===== src/rtl/chain_fifo_pkg.sv =====
package chain_fifo_pkg;

  // Advance a circular address, wrapping after the top location.
  function automatic int unsigned wrap_next(input int unsigned p, input int unsigned top);
    return (p == top) ? 0 : p + 1;
  endfunction

endpackage


===== src/rtl/chain_tok_ctl.sv =====
module chain_tok_ctl (
  input  logic clk,
  input  logic rst,
  input  logic cascade_en,
  input  logic lead_sel,
  input  logic pass_in,
  input  logic fire_last,
  output logic own,
  output logic pass_out
);

  always_ff @(posedge clk) begin
    if (rst) begin
      own      <= lead_sel;
      pass_out <= 1'b0;
    end else begin
      pass_out <= cascade_en & fire_last;
      if (!cascade_en)    own <= lead_sel;
      else if (fire_last) own <= 1'b0;
      else if (pass_in)   own <= 1'b1;
    end
  end

  // a pass pulse never lasts two cycles
  assert_pass_single_R4: assert property (@(posedge clk) disable iff (rst)
    pass_out |=> !pass_out);
  // the token is gone after the last location is used
  assert_release_R5: assert property (@(posedge clk) disable iff (rst)
    (cascade_en && fire_last) |=> !own);
  // an arriving pass is taken on that edge
  assert_take_R6: assert property (@(posedge clk) disable iff (rst)
    (cascade_en && pass_in && !fire_last) |=> own);

endmodule


===== src/rtl/chain_store.sv =====
module chain_store #(
  parameter int DATA_W = 18,
  parameter int DEPTH  = 16,
  localparam int AW    = (DEPTH > 1) ? $clog2(DEPTH) : 1
) (
  input  logic              clk,
  input  logic              we,
  input  logic [AW-1:0]     waddr,
  input  logic [DATA_W-1:0] wdata,
  input  logic              re,
  input  logic [AW-1:0]     raddr,
  output logic [DATA_W-1:0] rdata
);

  logic [DATA_W-1:0] mem [DEPTH];

  always_ff @(posedge clk) begin
    if (we) mem[waddr] <= wdata;
  end

  always_ff @(posedge clk) begin
    if (re) rdata <= mem[raddr];
  end

endmodule


===== src/rtl/chain_fifo_node.sv =====
module chain_fifo_node
  import chain_fifo_pkg::*;
#(
  parameter int DATA_W = 18,
  parameter int DEPTH  = 16
) (
  input  logic              clk,
  input  logic              rst,
  input  logic              cascade_en,
  input  logic              lead_sel,
  input  logic              wr_en,
  input  logic [DATA_W-1:0] wr_data,
  output logic              wr_grant,
  input  logic              rd_en,
  output logic              rd_grant,
  output logic [DATA_W-1:0] rd_q,
  output logic              rd_valid,
  input  logic              rt,
  input  logic              wpass_in,
  output logic              wpass_hf_out,
  input  logic              rpass_in,
  output logic              rpass_out,
  output logic              empty_n,
  output logic              full_n
);

  localparam int AW   = (DEPTH > 1) ? $clog2(DEPTH) : 1;
  localparam int CW   = $clog2(DEPTH + 1);
  localparam int HALF = DEPTH / 2;
  localparam logic [AW-1:0] TOP_A = AW'(DEPTH - 1);
  localparam logic [CW-1:0] FULL_C = CW'(DEPTH);

  logic [AW-1:0] wptr, rptr;
  logic [CW-1:0] count, count_nx, filled;
  logic          wown, rown, w_hold, r_hold;
  logic          solo_rt, wr_fire, rd_fire, w_last, r_last;
  logic          wpass, hf_q, rv_q;
  logic [DATA_W-1:0] word;

  assign solo_rt  = rt & ~cascade_en;
  assign w_hold   = wown | ~cascade_en;
  assign r_hold   = rown | ~cascade_en;
  assign wr_grant = w_hold & (count != FULL_C) & ~solo_rt;
  assign rd_grant = r_hold & (count != '0) & ~solo_rt;
  assign wr_fire  = wr_en & wr_grant;
  assign rd_fire  = rd_en & rd_grant;
  assign w_last   = wr_fire & (wptr == TOP_A);
  assign r_last   = rd_fire & (rptr == TOP_A);

  chain_tok_ctl u_wtok (
    .clk(clk), .rst(rst), .cascade_en(cascade_en), .lead_sel(lead_sel),
    .pass_in(wpass_in), .fire_last(w_last), .own(wown), .pass_out(wpass)
  );

  chain_tok_ctl u_rtok (
    .clk(clk), .rst(rst), .cascade_en(cascade_en), .lead_sel(lead_sel),
    .pass_in(rpass_in), .fire_last(r_last), .own(rown), .pass_out(rpass_out)
  );

  chain_store #(.DATA_W(DATA_W), .DEPTH(DEPTH)) u_mem (
    .clk(clk), .we(wr_fire), .waddr(wptr), .wdata(wr_data),
    .re(rd_fire), .raddr(rptr), .rdata(word)
  );

  always_ff @(posedge clk) begin
    if (rst) wptr <= '0;
    else if (wr_fire) wptr <= AW'(wrap_next(32'(wptr), DEPTH - 1));
  end

  always_ff @(posedge clk) begin
    if (rst) rptr <= '0;
    else if (solo_rt) rptr <= '0;
    else if (rd_fire) rptr <= AW'(wrap_next(32'(rptr), DEPTH - 1));
  end

  always_ff @(posedge clk) begin
    if (rst) filled <= '0;
    else if (wr_fire && filled != FULL_C) filled <= filled + CW'(1);
  end

  always_comb begin
    count_nx = count;
    if (solo_rt) count_nx = filled;
    else begin
      case ({wr_fire, rd_fire})
        2'b10:   count_nx = count + CW'(1);
        2'b01:   count_nx = count - CW'(1);
        default: count_nx = count;
      endcase
    end
  end

  always_ff @(posedge clk) begin
    if (rst) begin
      count <= '0;
      hf_q  <= 1'b0;
      rv_q  <= 1'b0;
    end else begin
      count <= count_nx;
      hf_q  <= (count_nx > CW'(HALF));
      rv_q  <= rd_fire;
    end
  end

  assign rd_valid     = rv_q;
  assign rd_q         = rv_q ? word : '0;
  assign wpass_hf_out = cascade_en ? wpass : hf_q;
  assign empty_n      = (count != '0);
  assign full_n       = (count != FULL_C);

  assert_no_overflow_R8: assert property (@(posedge clk) disable iff (rst)
    count <= FULL_C);
  assert_flags_excl_R8: assert property (@(posedge clk) disable iff (rst)
    !(!empty_n && !full_n));
  assert_count_step_R2: assert property (@(posedge clk) disable iff (rst)
    (wr_fire && !rd_fire) |=> (count == $past(count) + CW'(1)));
  assert_valid_src_R3: assert property (@(posedge clk) disable iff (rst)
    rd_valid |-> $past(rd_grant && rd_en));
  assert_solo_quiet_R9: assert property (@(posedge clk) disable iff (rst)
    (!cascade_en && !$past(cascade_en)) |-> !rpass_out);

endmodule


===== config.mk =====
export PLATFORM = sky130hd
export DESIGN_NAME = chain_fifo_node
export DESIGN_NICKNAME = d
export VERILOG_FILES = /design/src/rtl/chain_fifo_pkg.sv /design/src/rtl/chain_tok_ctl.sv /design/src/rtl/chain_store.sv /design/src/rtl/chain_fifo_node.sv
export SDC_FILE = /design/constraint.sdc
export NUM_CORES = 1
export LEC_CHECK = 0
export BUFFER_PORTS_ARGS = -buffer_cell sky130_fd_sc_hd__clkbuf_2
export CORE_MARGIN = 5
export CORE_UTILIZATION = 60
export DETAILED_ROUTE_END_ITERATION = 6
export PLACE_DENSITY = 0.78
export SYNTH_ARGS = -nofsm -noshare
export SYNTH_HDL_FRONTEND = slang
export SYNTH_SLANG_ARGS = --single-unit

===== constraint.sdc =====
create_clock -name clk -period 4.65 [get_ports clk]
set_input_delay 0.6975 -clock clk [delete_from_list [all_inputs] [get_ports clk]]
set_output_delay 0.6975 -clock clk [all_outputs]
set_load 0.005 [all_outputs]

==> tab_implementation.tex, run 1 <==
\begin{tabular}{lr}
\hline
Metric & Value \\
\hline
\multicolumn{2}{l}{\textbf{Critical path}} \\
Worst reg2reg endpoint & hf\_q \\
Type of element capturing the critical path & flop \\
Worst Setup SP & count[0] \\
Worst setup path class & reg2reg \\
Startpoint of the worst register-to-register path & count[0] \\
Worst path required time & about 5.1 ns \\
Worst Reg2Reg Path Length in Cells & 10 \\
Critical Path AT & 3.86 ns \\
Top fanout value on the critical path & 11 \\
Worst Setup Start Kind & flop \\
Reg2Reg Setup Slack & 1.29 ns \\
\multicolumn{2}{l}{\textbf{Timing}} \\
Final worst-path cycle share & approximately 72\% \\
Final setup vio count & 0 \\
Layout Skew & 0.0114 ns \\
Number of endpoints with negative hold slack in the final report & 0 \\
Unrepaired setup endpoints after global routing & false \\
Relative slew margins & 22.8\% \\
Slew Limit Fails & 0 \\
WHS & roughly 0.45 ns \\
Slew at the pin closest to its max-slew limit & between 1 and 1.5 ns \\
Post-layout minimum cycle time & 3.36 ns \\
Setup Total Neg Slack & 0 ns \\
Fmax & $\sim$300 MHz \\
\multicolumn{2}{l}{\textbf{Min path}} \\
Hold Startpoint & wpass\_in \\
Worst hold path class & in2reg \\
Hold Crit Depth & 2 \\
Endpoint, Worst Hold & u\_wtok.own \\
\multicolumn{2}{l}{\textbf{Synthesis}} \\
Top cells by area, synth & sky130\_fd\_sc\_hd\_\_edfxtp\_1, sky130\_fd\_sc\_hd\_\_mux4\_2, sky130\_fd\_sc\_hd\_\_dfxtp\_1, sky130\_fd\_sc\_hd\_\_mux2i\_1, sky130\_fd\_sc\_hd\_\_a21oi\_1 \\
Most instantiated cells after synthesis & sky130\_fd\_sc\_hd\_\_edfxtp\_1, sky130\_fd\_sc\_hd\_\_mux4\_2, sky130\_fd\_sc\_hd\_\_nor2\_1, sky130\_fd\_sc\_hd\_\_a21oi\_1, sky130\_fd\_sc\_hd\_\_clkbuf\_1 \\
Main flop type after synthesis & sky130\_fd\_sc\_hd\_\_edfxtp\_1 \\
Number of distinct library cell variants in the gate-level netlist after synthesis & between 40 and 50 \\
Async SR Flop Fraction & 0\% \\
Dominant cell type by area after synthesis & sky130\_fd\_sc\_hd\_\_edfxtp\_1 \\
Share of the synthesized area in the top cell type & 71.1\% \\
Post-synthesis sequential element count & 330 \\
Part of the Yosys area used for sequential elements & about 75\% \\
Number of synthesis warnings & 0 \\
Mapped Nets & slightly above 700 \\
Dominant cell by count in the synthesized netlist & sky130\_fd\_sc\_hd\_\_edfxtp\_1 \\
Number of enable flip-flop cells after synthesis & roughly 310 \\
Post-synthesis cell count & just under 700 \\
Netlist area before placement & about 13000 sq um \\
Syn\_area\_per\_cell & slightly below 20 sq um \\
\multicolumn{2}{l}{\textbf{Die}} \\
Vert. Die Dim & around 160 um \\
Core Area & 21200 sq um \\
Effective utilization at floorplan & between 60 and 70\% \\
Boundary pin count & 52 \\
Number of placement rows & 53 \\
Width of the chip & roughly 160 um \\
Area of the die & approximately 25000 sq um \\
\multicolumn{2}{l}{\textbf{Status}} \\
Outcome & finished, final reports clean \\
\multicolumn{2}{l}{\textbf{Place}} \\
Weighted congestion reported at the end of routability-driven placement & 0.828 \\
Detailed-placement wirelength estimate & 15300 um \\
Number of I/O port buffers & 51 \\
Post-Place Cell Area & around 14000 sq um \\
\multicolumn{2}{l}{\textbf{Drt}} \\
First drt pass iteration count & 5 \\
DRC marker count from the first detailed-route iteration & 769 \\
Mean number of vias per cell & 6.38 \\
DRC errors left & 0 \\
Number of vias in the routed layout & 6662 \\
Sum of routed wire length over all layers & about 27000 um \\
Routed len/inst & roughly 26 um \\
Post-detailed-route count of antenna-violating nets & 0 \\
\multicolumn{2}{l}{\textbf{Cells and area}} \\
Fraction of layout cells with a size suffix above 1 & approximately 28\% \\
Cell area after layout & around 15000 sq um \\
Area delta synth->final & 12.9\% \\
Net count, final & a little under 800 \\
Core occupancy in the finished layout & between 60\% and 70\% \\
Number of diodes & 0 \\
\multicolumn{2}{l}{\textbf{Clocking}} \\
CTS tree & yes \\
Maximum buffer depth of the clock tree & 3 \\
Buffer cell driving the clock tree root & sky130\_fd\_sc\_hd\_\_clkbuf\_16 \\
Setup repair bufs after CTS & 0 \\
Number of hold buffers added after cts & 0 \\
Maximum level of the CTS H-tree & 1 \\
Clk sinks & 330 \\
CTS resizes & 0 \\
CTS clock-pin slew for the worst setup and hold paths & about 0.060 ns \\
Clock latency of the later-clocked register in the worst-skew pair & 0.56 ns \\
Num CTS Buffers & 31 \\
\multicolumn{2}{l}{\textbf{Power}} \\
Total power density per cell area & around 430 nW/um\^{}2 \\
Worst ir drop on vdd & 0.337 mV \\
Leakage power & about 4.7 nW \\
Power, Total & approximately 6.2 mW \\
\multicolumn{2}{l}{\textbf{GRT}} \\
Aggregate global routing overflow & 0 \\
Global-route usage over all layers & around 22\% \\
Vias in the first global route & between 6000 and 7000 \\
Pin count of the biggest net entering global routing & 59 \\
Wire length of the first global-routing pass & about 40000 um \\
Number of antenna violations at the first check in global routing & 0 \\
\multicolumn{2}{l}{\textbf{Job}} \\
Number of maximum-capacitance constraint violations & 0 \\
\hline
\end{tabular}
[through the flow]
step	instances	worst slack, ns
after global routing	1044	1.02
after detailed placement	989	0.816
final	1044	1.29
after CTS	1044	1.30
after floorplan	675	1.49
after global placement	989	1.03
[cell usage in the layout (no fill, tap or decap), types with 3 or more instances in the layout]
cell type	n
sky130_fd_sc_hd__inv_1	5
sky130_fd_sc_hd__clkbuf_2	51
sky130_fd_sc_hd__and2_1	18
sky130_fd_sc_hd__clkinv_2	6
sky130_fd_sc_hd__nor2_1	23
sky130_fd_sc_hd__nor3b_1	3
sky130_fd_sc_hd__nand2b_1	7
sky130_fd_sc_hd__a21oi_1	31
sky130_fd_sc_hd__nor2_2	12
sky130_fd_sc_hd__nor2b_1	21
sky130_fd_sc_hd__edfxtp_1	308
sky130_fd_sc_hd__clkinv_1	6
sky130_fd_sc_hd__nor3_2	4
sky130_fd_sc_hd__xor2_1	6
sky130_fd_sc_hd__nand3_1	4
sky130_fd_sc_hd__clkbuf_1	6
sky130_fd_sc_hd__nand2_1	21
sky130_fd_sc_hd__clkbuf_16	31
sky130_fd_sc_hd__bufinv_16	4
sky130_fd_sc_hd__a211oi_1	19
sky130_fd_sc_hd__buf_4	22
sky130_fd_sc_hd__mux2i_1	23
sky130_fd_sc_hd__dfxtp_1	19
sky130_fd_sc_hd__ha_1	11
sky130_fd_sc_hd__mux4_2	72
[flip-flops by register name (all words and copies together) (netlist names)]
| name | count |
|---|---|
| hf_q | 1 |
| u_mem.rdata | 18 |
| count | 5 |
| u_wtok.pass_out | 1 |
| u_mem.mem | 288 |
| wptr | 4 |
| u_wtok.own | 1 |
| u_rtok.pass_out | 1 |
| rptr | 4 |
| u_rtok.own | 1 |
| filled | 5 |
| rd_valid | 1 |
[worst max-delay path by stage]
stage                     endpoint  slack (ns)
after global placement        hf_q        1.03
after global routing          hf_q        1.02
after detailed placement      hf_q        0.82
final                         hf_q        1.29
after CTS                     hf_q        1.30
after floorplan               hf_q        1.49
[report_power, final]
| group | total, mW | internal, mW | switching, mW |
|---|---|---|---|
| registers | 3.36 | 3.31 | 0.0488 |
| clock network | 2.48 | 1.44 | 1.04 |
| logic | 0.414 | 0.192 | 0.222 |
[per-layer routing]
layer,vias to the layer above,track usage [%],routed length [um]
met1,3404,32.4,10500
met4,0,5.98,619
met2,362,35.1,12900
met5,-,0,0
li1,2842,-,-
met3,54,4.89,2610
[kinds of logic after synthesis]
group	after synthesis	synth area share [%]
simple gates	127	5.05
xor+xnor	8	0.539
buf+inv	42	1.40
fa+ha+maj	12	1.21
flops	330	74.5
mux	96	14.3
compound gates	60	2.94
[worst max-delay path, stage by stage, from the launching register on]
cell                        delay [ns]
sky130_fd_sc_hd__dfxtp_1          0.39
sky130_fd_sc_hd__or4_4            0.58
sky130_fd_sc_hd__o2111a_1         0.41
sky130_fd_sc_hd__clkinv_2         0.15
sky130_fd_sc_hd__ha_1             0.29
sky130_fd_sc_hd__ha_1             0.29
sky130_fd_sc_hd__a21o_1           0.17
sky130_fd_sc_hd__a21oi_1          0.19
sky130_fd_sc_hd__xor2_1           0.10
sky130_fd_sc_hd__a2111oi_0        0.55
sky130_fd_sc_hd__o2bb2ai_1        0.18
[layout make-up]
cell class,instances,area (sq um)
timing repair buffer,74,440
tap,275,344
clock buffer,37,798
fill,1242,6470
clock inverter,18,193
multi-input combinational,303,3180
inverter,7,27.5
sequential,330,9700
(Power assumes the default switching activity.)
==> run 2: changes to the inputs <==
==> constraint.sdc (replaced) <==
create_clock -name clk -period 3.2 [get_ports clk]
set_input_delay 0.48 -clock clk [delete_from_list [all_inputs] [get_ports clk]]
set_output_delay 0.48 -clock clk [all_outputs]
set_load 0.005 [all_outputs]
==> tab_implementation.tex, run 2 (synthesis results as in run 1) <==
\begin{tabular}{lr}
\hline
Metric & Value \\
\hline
\multicolumn{2}{l}{\textbf{Status}} \\
Outcome & finished, final reports clean (unchanged) \\
\multicolumn{2}{l}{\textbf{Die}} \\
Area of the die & 24700 sq um (unchanged) \\
Vert. Die Dim & 157 um (unchanged) \\
Boundary pin count & 52 (unchanged) \\
Effective utilization at floorplan & 61.5\% (unchanged) \\
Width of the chip & 157 um (unchanged) \\
Number of placement rows & 53 (unchanged) \\
Core Area & 21200 sq um (unchanged) \\
\multicolumn{2}{l}{\textbf{Power}} \\
Cell Int Power & 7.44 mW (was 4.94 mW) \\
Switching component of the power & 1.99 mW (was 1.31 mW) \\
Total power density per cell area & 628 nW/um\^{}2 (was 426 nW/um\^{}2) \\
Share of total power consumed by net switching & 21.1\% (was 21.0\%) \\
Leakage power & 4.89 nW (was 4.74 nW) \\
Worst ir drop on vdd & 0.452 mV (was 0.337 mV) \\
Clock group share of total power & 41.7\% (was 39.7\%) \\
Power share of the sequential group & 51.6\% (was 53.7\%) \\
Part of the power in combinational logic & 6.6\% (about the same) \\
Power, Total & 9.43 mW (was 6.25 mW) \\
\multicolumn{2}{l}{\textbf{Clocking}} \\
Setup repair bufs after CTS & 0 (unchanged) \\
Maximum buffer depth of the clock tree & 3 (unchanged) \\
Buffer cell driving the clock tree root & sky130\_fd\_sc\_hd\_\_clkbuf\_16 (unchanged) \\
CTS clock-pin slew for the worst setup and hold paths & 0.06 ns (about the same) \\
Num CTS Buffers & 34 (was 31) \\
Clk sinks & 330 (unchanged) \\
Clock latency of the later-clocked register in the worst-skew pair & 0.52 ns (was 0.56 ns) \\
Maximum level of the CTS H-tree & 2 (was 1) \\
CTS tree & yes (unchanged) \\
\multicolumn{2}{l}{\textbf{Critical path}} \\
Top fanout value on the critical path & 7 (was 11) \\
Crit path cell chain & or4\_4 > o2111ai\_2 > inv\_2 > ha\_2 > fa\_1 > a21o\_1 > a21oi\_1 > mux2i\_1 > mux2i\_1 > o2bb2ai\_1 (was or4\_4 > o2111a\_1 > clkinv\_2 > ha\_1 > ha\_1 > a21o\_1 > a21oi\_1 > xor2\_1 > a2111oi\_0 > o2bb2ai\_1) \\
Standard cell with the maximum stage delay on the critical path & sky130\_fd\_sc\_hd\_\_or4\_4 (unchanged) \\
Slowest stage delay, CP & 0.58 ns (about the same) \\
Most common cell on crit path & sky130\_fd\_sc\_hd\_\_mux2i\_1 (was sky130\_fd\_sc\_hd\_\_ha\_1) \\
Worst path required time & 3.59 ns (was 5.14 ns) \\
Worst Setup Start Kind & flop (unchanged) \\
Critical Path AT & 3.39 ns (was 3.86 ns) \\
Worst setup path class & reg2reg (unchanged) \\
Type of element capturing the critical path & flop (unchanged) \\
Crit-path leading delay family & compound AO/OA/AOI/OAI gates (unchanged) \\
Buffers plus inverters on the worst setup path & 1 (unchanged) \\
\multicolumn{2}{l}{\textbf{Timing}} \\
Slew Limit Fails & 0 (unchanged) \\
Post-layout minimum cycle time & 3.00 ns (was 3.36 ns) \\
Setup Total Neg Slack & 0 ns (unchanged) \\
Slew at the pin closest to its max-slew limit & 0.764 ns (was 1.16 ns) \\
Final setup vio count & 0 (unchanged) \\
Final worst-path cycle share & 93.7\% (was 72.3\%) \\
Unrepaired setup endpoints after global routing & false (unchanged) \\
Relative slew margins & 49.0\% (was 22.8\%) \\
Layout Skew & 0.0202 ns (was 0.0114 ns) \\
Number of endpoints with negative hold slack in the final report & 0 (unchanged) \\
WHS & 0.278 ns (was 0.449 ns) \\
Fmax & 334 MHz (was 297 MHz) \\
\multicolumn{2}{l}{\textbf{Place}} \\
Detailed-placement wirelength estimate & 16000 um (was 15300 um) \\
Weighted congestion reported at the end of routability-driven placement & 0.858 (was 0.828) \\
Number of I/O port buffers & 51 (unchanged) \\
\multicolumn{2}{l}{\textbf{Drt}} \\
Max layer used & met5 (was met4) \\
Number of vias in the routed layout & 6754 (was 6662) \\
Routed metal-1 wirelength & 11400 um (was 10500 um) \\
Mean number of vias per cell & 6.36 (was 6.38) \\
Met2 WL post-DR & 13500 um (was 12900 um) \\
Met3 WL post-DR & 1930 um (was 2610 um) \\
First drt pass iteration count & 7 (was 5) \\
Sum of routed wire length over all layers & 27500 um (was 26600 um) \\
DRC marker count from the first detailed-route iteration & 754 (was 769) \\
Post-detailed-route count of antenna-violating nets & 0 (unchanged) \\
DRC errors left & 0 (unchanged) \\
Routed len/inst & 25.9 um (was 25.5 um) \\
\multicolumn{2}{l}{\textbf{Cells and area}} \\
Number of diodes & 0 (unchanged) \\
Seq. cell area & 9700 sq um (unchanged) \\
Fill count & 1203 (was 1242) \\
Most flop-heavy register & u\_mem.mem (unchanged) \\
Top library cells by usage in the layout, fill and taps aside & sky130\_fd\_sc\_hd\_\_edfxtp\_1, sky130\_fd\_sc\_hd\_\_mux4\_2, sky130\_fd\_sc\_hd\_\_clkbuf\_2 (unchanged) \\
Area occupied by multi-input gates & 3190 sq um (was 3180 sq um) \\
Largest regs & u\_mem.mem (288), u\_mem.rdata (18) (unchanged) \\
Area delta synth->final & 15.5\% (was 12.9\%) \\
Net count, final & 801 (was 786) \\
Commonest non-fill, non-tap cell in the layout & sky130\_fd\_sc\_hd\_\_edfxtp\_1 (unchanged) \\
Flip-flop count of the largest register after layout & 288 (unchanged) \\
Fraction of layout cells with a size suffix above 1 & 29.9\% (was 27.8\%) \\
\multicolumn{2}{l}{\textbf{Min path}} \\
Worst hold path class & in2reg (unchanged) \\
\multicolumn{2}{l}{\textbf{GRT}} \\
Vias in the first global route & 6845 (was 6811) \\
Pin count of the biggest net entering global routing & 66 (was 59) \\
Wire length of the first global-routing pass & 41900 um (was 41000 um) \\
Number of antenna violations at the first check in global routing & 1 (was 0) \\
Aggregate global routing overflow & 0 (unchanged) \\
Global-route usage over all layers & 22.9\% (was 22.3\%) \\
\multicolumn{2}{l}{\textbf{Job}} \\
Number of maximum-capacitance constraint violations & 0 (unchanged) \\
\hline
\end{tabular}
run 2: path summary, 6_finish.rpt:
check / startpoint / to / slack, ns / depth (start not counted)
worst min-delay path: wpass_in / u_wtok.own / 0.28 / 2
worst max-delay path: count[0] / hf_q / 0.20 / 10
worst min register to register: wptr[0] / wptr[0] / 0.54 / 2
worst max register to register: count[0] / hf_q / 0.20 / 10
run 2: cell type report:
type                    count  area share [%]
clock buffers              40            5.96
well taps                 275            2.29
multi-input cells         303            21.2
repair buffers             86            4.20
flip-flops and latches    330            64.6
clock inverters            21            1.57
inverters                   7           0.183
run 2: repair_timing:
item	in CTS	in global routing
gates resized for setup	0	3
hold buffers	0	0
setup endpoints to repair	0	3
run 2: power groups by stage:
| stage | logic [mW] | clock network (mW) | registers [mW] |
|---|---|---|---|
| final | 0.623 | 3.94 | 4.87 |
| after global routing | 0.680 | 4.18 | 4.88 |
| after CTS | 0.621 | 3.99 | 4.87 |
| after detailed placement | 0.615 | 0 | 4.96 |
| after global placement | 0.584 | 0 | 4.95 |
| after floorplan | 0.422 | 0 | 4.93 |
run 2: per-layer routing:
layer / track usage [%] / vias to the layer above
met5: 0 / -
met4: 6.92 / 2
met3: 4.43 / 51
met2: 35.9 / 308
met1: 33.4 / 3520
li1: - / 2873
run 2: through the flow:
step	utilization (%)	setup WS, ns	instances	area (sq um)
after global routing	71.0	0.0489	1062	15000
after global placement	65.6	0.287	1001	13900
after CTS	71.0	0.111	1062	15000
final	71.0	0.202	1062	15000
after detailed placement	65.6	0.107	1001	13900
after floorplan	-	0.0441	675	13000
==> run 3: changes to the inputs <==
--- a/config.mk
+++ b/config.mk
@@ -5,6 +5,7 @@
 export SDC_FILE = /design/constraint.sdc
 export NUM_CORES = 1
 export LEC_CHECK = 0
+export ABC_AREA = 1
 export BUFFER_PORTS_ARGS = -buffer_cell sky130_fd_sc_hd__clkbuf_2
 export CORE_MARGIN = 5
 export CORE_UTILIZATION = 60
==> tab_implementation.tex, run 3 <==
\begin{tabular}{lr}
\hline
Metric & Value \\
\hline
\multicolumn{2}{l}{\textbf{Power}} \\
Leakage power & 5.51 nW (was 4.89 nW) \\
Part of the power in combinational logic & 7.7\% (was 6.6\%) \\
Power share of the sequential group & 50.2\% (was 51.6\%) \\
Clock group share of total power & 42.1\% (was 41.7\%) \\
Switching component of the power & 2.15 mW (was 1.99 mW) \\
Cell Int Power & 7.56 mW (was 7.44 mW) \\
Share of total power consumed by net switching & 22.1\% (was 21.1\%) \\
Total power density per cell area & 637 nW/um\^{}2 (was 628 nW/um\^{}2) \\
Worst ir drop on vdd & 0.355 mV (was 0.452 mV) \\
\multicolumn{2}{l}{\textbf{Die}} \\
Area of the die & 25600 sq um (was 24700 sq um) \\
Boundary pin count & 52 (unchanged) \\
Vert. Die Dim & 160 um (was 157 um) \\
Effective utilization at floorplan & 60.2\% (was 61.5\%) \\
Width of the chip & 160 um (was 157 um) \\
Core Area & 22400 sq um (was 21200 sq um) \\
Number of placement rows & 55 (was 53) \\
\multicolumn{2}{l}{\textbf{GRT}} \\
Number of antenna violations at the first check in global routing & 0 (was 1) \\
Global-route usage over all layers & 23.7\% (was 22.9\%) \\
Aggregate global routing overflow & 0 (unchanged) \\
Wire length of the first global-routing pass & 47700 um (was 41900 um) \\
Vias in the first global route & 8686 (was 6845) \\
Pin count of the biggest net entering global routing & 149 (was 66) \\
\multicolumn{2}{l}{\textbf{Synthesis}} \\
Most instantiated cells after synthesis & sky130\_fd\_sc\_hd\_\_edfxtp\_1, sky130\_fd\_sc\_hd\_\_nor2\_1, sky130\_fd\_sc\_hd\_\_nand2\_1, sky130\_fd\_sc\_hd\_\_o21ai\_0, sky130\_fd\_sc\_hd\_\_inv\_1 (was sky130\_fd\_sc\_hd\_\_edfxtp\_1, sky130\_fd\_sc\_hd\_\_mux4\_2, sky130\_fd\_sc\_hd\_\_nor2\_1, sky130\_fd\_sc\_hd\_\_a21oi\_1, sky130\_fd\_sc\_hd\_\_clkbuf\_1) \\
Dominant cell by count in the synthesized netlist & sky130\_fd\_sc\_hd\_\_edfxtp\_1 (unchanged) \\
Dominant cell type by area after synthesis & sky130\_fd\_sc\_hd\_\_edfxtp\_1 (unchanged) \\
Netlist area before placement & 13500 sq um (was 13000 sq um) \\
Number of enable flip-flop cells after synthesis & 308 (unchanged) \\
Post-synthesis sequential element count & 330 (unchanged) \\
Mapped Nets & 1177 (was 714) \\
Top cells by area, synth & sky130\_fd\_sc\_hd\_\_edfxtp\_1, sky130\_fd\_sc\_hd\_\_nor2\_1, sky130\_fd\_sc\_hd\_\_o21ai\_0, sky130\_fd\_sc\_hd\_\_nand2\_1, sky130\_fd\_sc\_hd\_\_dfxtp\_1 (was sky130\_fd\_sc\_hd\_\_edfxtp\_1, sky130\_fd\_sc\_hd\_\_mux4\_2, sky130\_fd\_sc\_hd\_\_dfxtp\_1, sky130\_fd\_sc\_hd\_\_mux2i\_1, sky130\_fd\_sc\_hd\_\_a21oi\_1) \\
Post-synthesis cell count & 1138 (was 675) \\
Share of the synthesized area in the top cell type & 68.5\% (was 71.1\%) \\
Number of synthesis warnings & 0 (unchanged) \\
Syn\_area\_per\_cell & 11.9 sq um (was 19.3 sq um) \\
Async SR Flop Fraction & 0\% (unchanged) \\
Main flop type after synthesis & sky130\_fd\_sc\_hd\_\_edfxtp\_1 (unchanged) \\
Part of the Yosys area used for sequential elements & 71.7\% (was 74.5\%) \\
Number of distinct library cell variants in the gate-level netlist after synthesis & 33 (was 43) \\
\multicolumn{2}{l}{\textbf{Clocking}} \\
CTS clock-pin slew for the worst setup and hold paths & 0.06 ns (about the same) \\
Maximum buffer depth of the clock tree & 3 (unchanged) \\
Num CTS Buffers & 34 (unchanged) \\
Buffer cell driving the clock tree root & sky130\_fd\_sc\_hd\_\_clkbuf\_16 (unchanged) \\
Number of hold buffers added after cts & 0 (unchanged) \\
CTS resizes & 0 (unchanged) \\
Setup repair bufs after CTS & 0 (unchanged) \\
Clk sinks & 330 (unchanged) \\
Clock latency of the later-clocked register in the worst-skew pair & 0.51 ns (was 0.52 ns) \\
Maximum level of the CTS H-tree & 2 (unchanged) \\
CTS tree & yes (unchanged) \\
\multicolumn{2}{l}{\textbf{Critical path}} \\
Worst reg2reg endpoint & u\_mem.rdata[2] (was hf\_q) \\
Worst setup path class & reg2reg (unchanged) \\
Standard cell with the maximum stage delay on the critical path & sky130\_fd\_sc\_hd\_\_nor2\_2 (was sky130\_fd\_sc\_hd\_\_or4\_4) \\
Crit-path leading delay family & simple AND/OR/NAND/NOR gates (was compound AO/OA/AOI/OAI gates) \\
Top fanout value on the critical path & 20 (was 7) \\
Most common cell on crit path & sky130\_fd\_sc\_hd\_\_nand2\_1 (was sky130\_fd\_sc\_hd\_\_mux2i\_1) \\
Startpoint of the worst register-to-register path & rptr[3] (was count[0]) \\
Critical Path AT & 2.68 ns (was 3.39 ns) \\
Slowest stage delay, CP & 0.89 ns (was 0.58 ns) \\
Worst path required time & 3.56 ns (was 3.59 ns) \\
Type of element capturing the critical path & flop (unchanged) \\
Reg2Reg Setup Slack & 0.88 ns (was 0.20 ns) \\
Worst Setup Start Kind & flop (unchanged) \\
Buffers plus inverters on the worst setup path & 2 (was 1) \\
Crit path cell chain & inv\_1 > nor2\_2 > nand2\_1 > nand2\_1 > inv\_1 > nand2\_1 (was or4\_4 > o2111ai\_2 > inv\_2 > ha\_2 > fa\_1 > a21o\_1 > a21oi\_1 > mux2i\_1 > mux2i\_1 > o2bb2ai\_1) \\
Worst Reg2Reg Path Length in Cells & 6 (was 10) \\
Worst Setup SP & rptr[3] (was count[0]) \\
\multicolumn{2}{l}{\textbf{Cells and area}} \\
Net count, final & 1230 (was 801) \\
Fill count & 1538 (was 1203) \\
Fraction of layout cells with a size suffix above 1 & 13.2\% (was 29.9\%) \\
Most flop-heavy register & u\_mem.mem (unchanged) \\
Commonest non-fill, non-tap cell in the layout & sky130\_fd\_sc\_hd\_\_edfxtp\_1 (unchanged) \\
Flip-flop count of the largest register after layout & 288 (unchanged) \\
Top library cells by usage in the layout, fill and taps aside & sky130\_fd\_sc\_hd\_\_edfxtp\_1, sky130\_fd\_sc\_hd\_\_nor2\_1, sky130\_fd\_sc\_hd\_\_nand2\_1 (was sky130\_fd\_sc\_hd\_\_edfxtp\_1, sky130\_fd\_sc\_hd\_\_mux4\_2, sky130\_fd\_sc\_hd\_\_clkbuf\_2) \\
Post-layout instance count excluding filler cells & 1501 (was 1062) \\
Largest regs & u\_mem.mem (288), u\_mem.rdata (18) (unchanged) \\
Number of diodes & 0 (unchanged) \\
Area delta synth->final & 12.8\% (was 15.5\%) \\
\multicolumn{2}{l}{\textbf{Min path}} \\
Endpoint, Worst Hold & u\_wtok.own (unchanged) \\
Worst hold path class & in2reg (unchanged) \\
Hold Crit Depth & 3 (was 2) \\
Hold Startpoint & wpass\_in (unchanged) \\
\multicolumn{2}{l}{\textbf{Drt}} \\
Mean number of vias per cell & 5.90 (was 6.36) \\
First drt pass iteration count & 5 (was 7) \\
Number of vias in the routed layout & 8857 (was 6754) \\
DRC errors left & 0 (unchanged) \\
Sum of routed wire length over all layers & 30200 um (was 27500 um) \\
Routed len/inst & 20.1 um (was 25.9 um) \\
DRC marker count from the first detailed-route iteration & 1021 (was 754) \\
Post-detailed-route count of antenna-violating nets & 0 (unchanged) \\
\multicolumn{2}{l}{\textbf{Place}} \\
Detailed-placement wirelength estimate & 17500 um (was 16000 um) \\
Number of I/O port buffers & 51 (unchanged) \\
Weighted congestion reported at the end of routability-driven placement & 0.884 (was 0.858) \\
Placed Cells & 1440 (was 1001) \\
Worst Setup Slack post-DPL & 0.687 ns (was 0.107 ns) \\
\multicolumn{2}{l}{\textbf{Timing}} \\
Post-layout minimum cycle time & 2.32 ns (was 3.00 ns) \\
Layout Skew & 0.0192 ns (was 0.0202 ns) \\
Setup slack after layout & 0.878 ns (was 0.202 ns) \\
Fmax & 431 MHz (was 334 MHz) \\
Slew Limit Fails & 0 (unchanged) \\
Unrepaired setup endpoints after global routing & false (unchanged) \\
WHS & 0.267 ns (was 0.278 ns) \\
Number of endpoints with negative hold slack in the final report & 0 (unchanged) \\
Slew at the pin closest to its max-slew limit & 0.943 ns (was 0.764 ns) \\
Final setup vio count & 0 (unchanged) \\
Relative slew margins & 37.1\% (was 49.0\%) \\
Setup Total Neg Slack & 0 ns (unchanged) \\
Final worst-path cycle share & 72.6\% (was 93.7\%) \\
\multicolumn{2}{l}{\textbf{Job}} \\
Number of maximum-capacitance constraint violations & 0 (unchanged) \\
\multicolumn{2}{l}{\textbf{Status}} \\
Outcome & finished, final reports clean (unchanged) \\
\hline
\end{tabular}
run 3: cell count changes after synthesis, moves of 36 or more:
cell,delta
sky130_fd_sc_hd__mux4_2,-72
sky130_fd_sc_hd__inv_1,+60
sky130_fd_sc_hd__o22ai_1,+36
sky130_fd_sc_hd__nand2_1,+127
sky130_fd_sc_hd__o211ai_1,+36
sky130_fd_sc_hd__nor2_1,+187
sky130_fd_sc_hd__o21ai_0,+138
run 3: worst max path at each step:
stage | slack [ns] | cells after the start | endpoint
after global routing | 0.73 | 14 | hf_q
after CTS | 0.94 | 13 | hf_q
after global placement | 0.76 | 10 | u_mem.mem[3][0]
after floorplan | 0.66 | 16 | hf_q
after detailed placement | 0.69 | 10 | u_mem.mem[3][0]
final | 0.88 | 6 | u_mem.rdata[2]
run 3: stage by stage:
step	power, mW	util, %	instance area (sq um)
2_1_floorplan	5.46	-	13500
3_3_place_gp	5.69	62.7	14100
3_5_place_dp	5.71	62.7	14100
4_1_cts	9.76	67.9	15200
5_1_grt	10.1	67.9	15200
6_report	9.70	67.9	15200
run 3: worst reg2reg max path: stages (launching register included):
cell                      delay [ns]
sky130_fd_sc_hd__dfxtp_1        0.37
sky130_fd_sc_hd__inv_1          0.42
sky130_fd_sc_hd__nor2_2         0.90
sky130_fd_sc_hd__nand2_1        0.16
sky130_fd_sc_hd__nand2_1        0.12
sky130_fd_sc_hd__inv_1          0.09
sky130_fd_sc_hd__nand2_1        0.11
run 3: power by group through the flow:
stage	Combinational, mW	Clock [mW]	Sequential, mW
2_1_floorplan	0.513	0	4.95
3_3_place_gp	0.725	0	4.96
3_5_place_dp	0.748	0	4.96
4_1_cts	0.753	4.13	4.87
5_1_grt	0.852	4.34	4.88
6_report	0.751	4.08	4.87
run 3: cells by family (layout without fill, tap and decap cells):
kind of cell    after synthesis  after routing  share of synthesized area (%)
compound gates              244            244                           10.1
xor+xnor                      4              4                          0.259
fa+ha+maj                    12             12                           1.17
buf+inv                     128            206                           4.24
flops                       330            330                           71.7
simple gates                420            420                           12.5
run 3: final cells by class:
cell class                      instances  area (sq um)  share of cell area, %
Multi-Input combinational cell        680          3280                   21.5
Clock inverter                         22           260                   1.71
Tap cell                              285           357                   2.34
Sequential cell                       330          9700                   63.6
Clock buffer                           39           901                   5.91
Timing Repair Buffer                   75           473                   3.10
Inverter                               70           265                   1.74
run 3: metal layers:
metal  up-vias  track usage [%]  share of wire, %
li1       4113                -                 -
met1      4279             33.0                41
met2       399             38.4                48
met3        66             4.49               8.2
met4         0             7.63               2.7
met5         -                0                 0
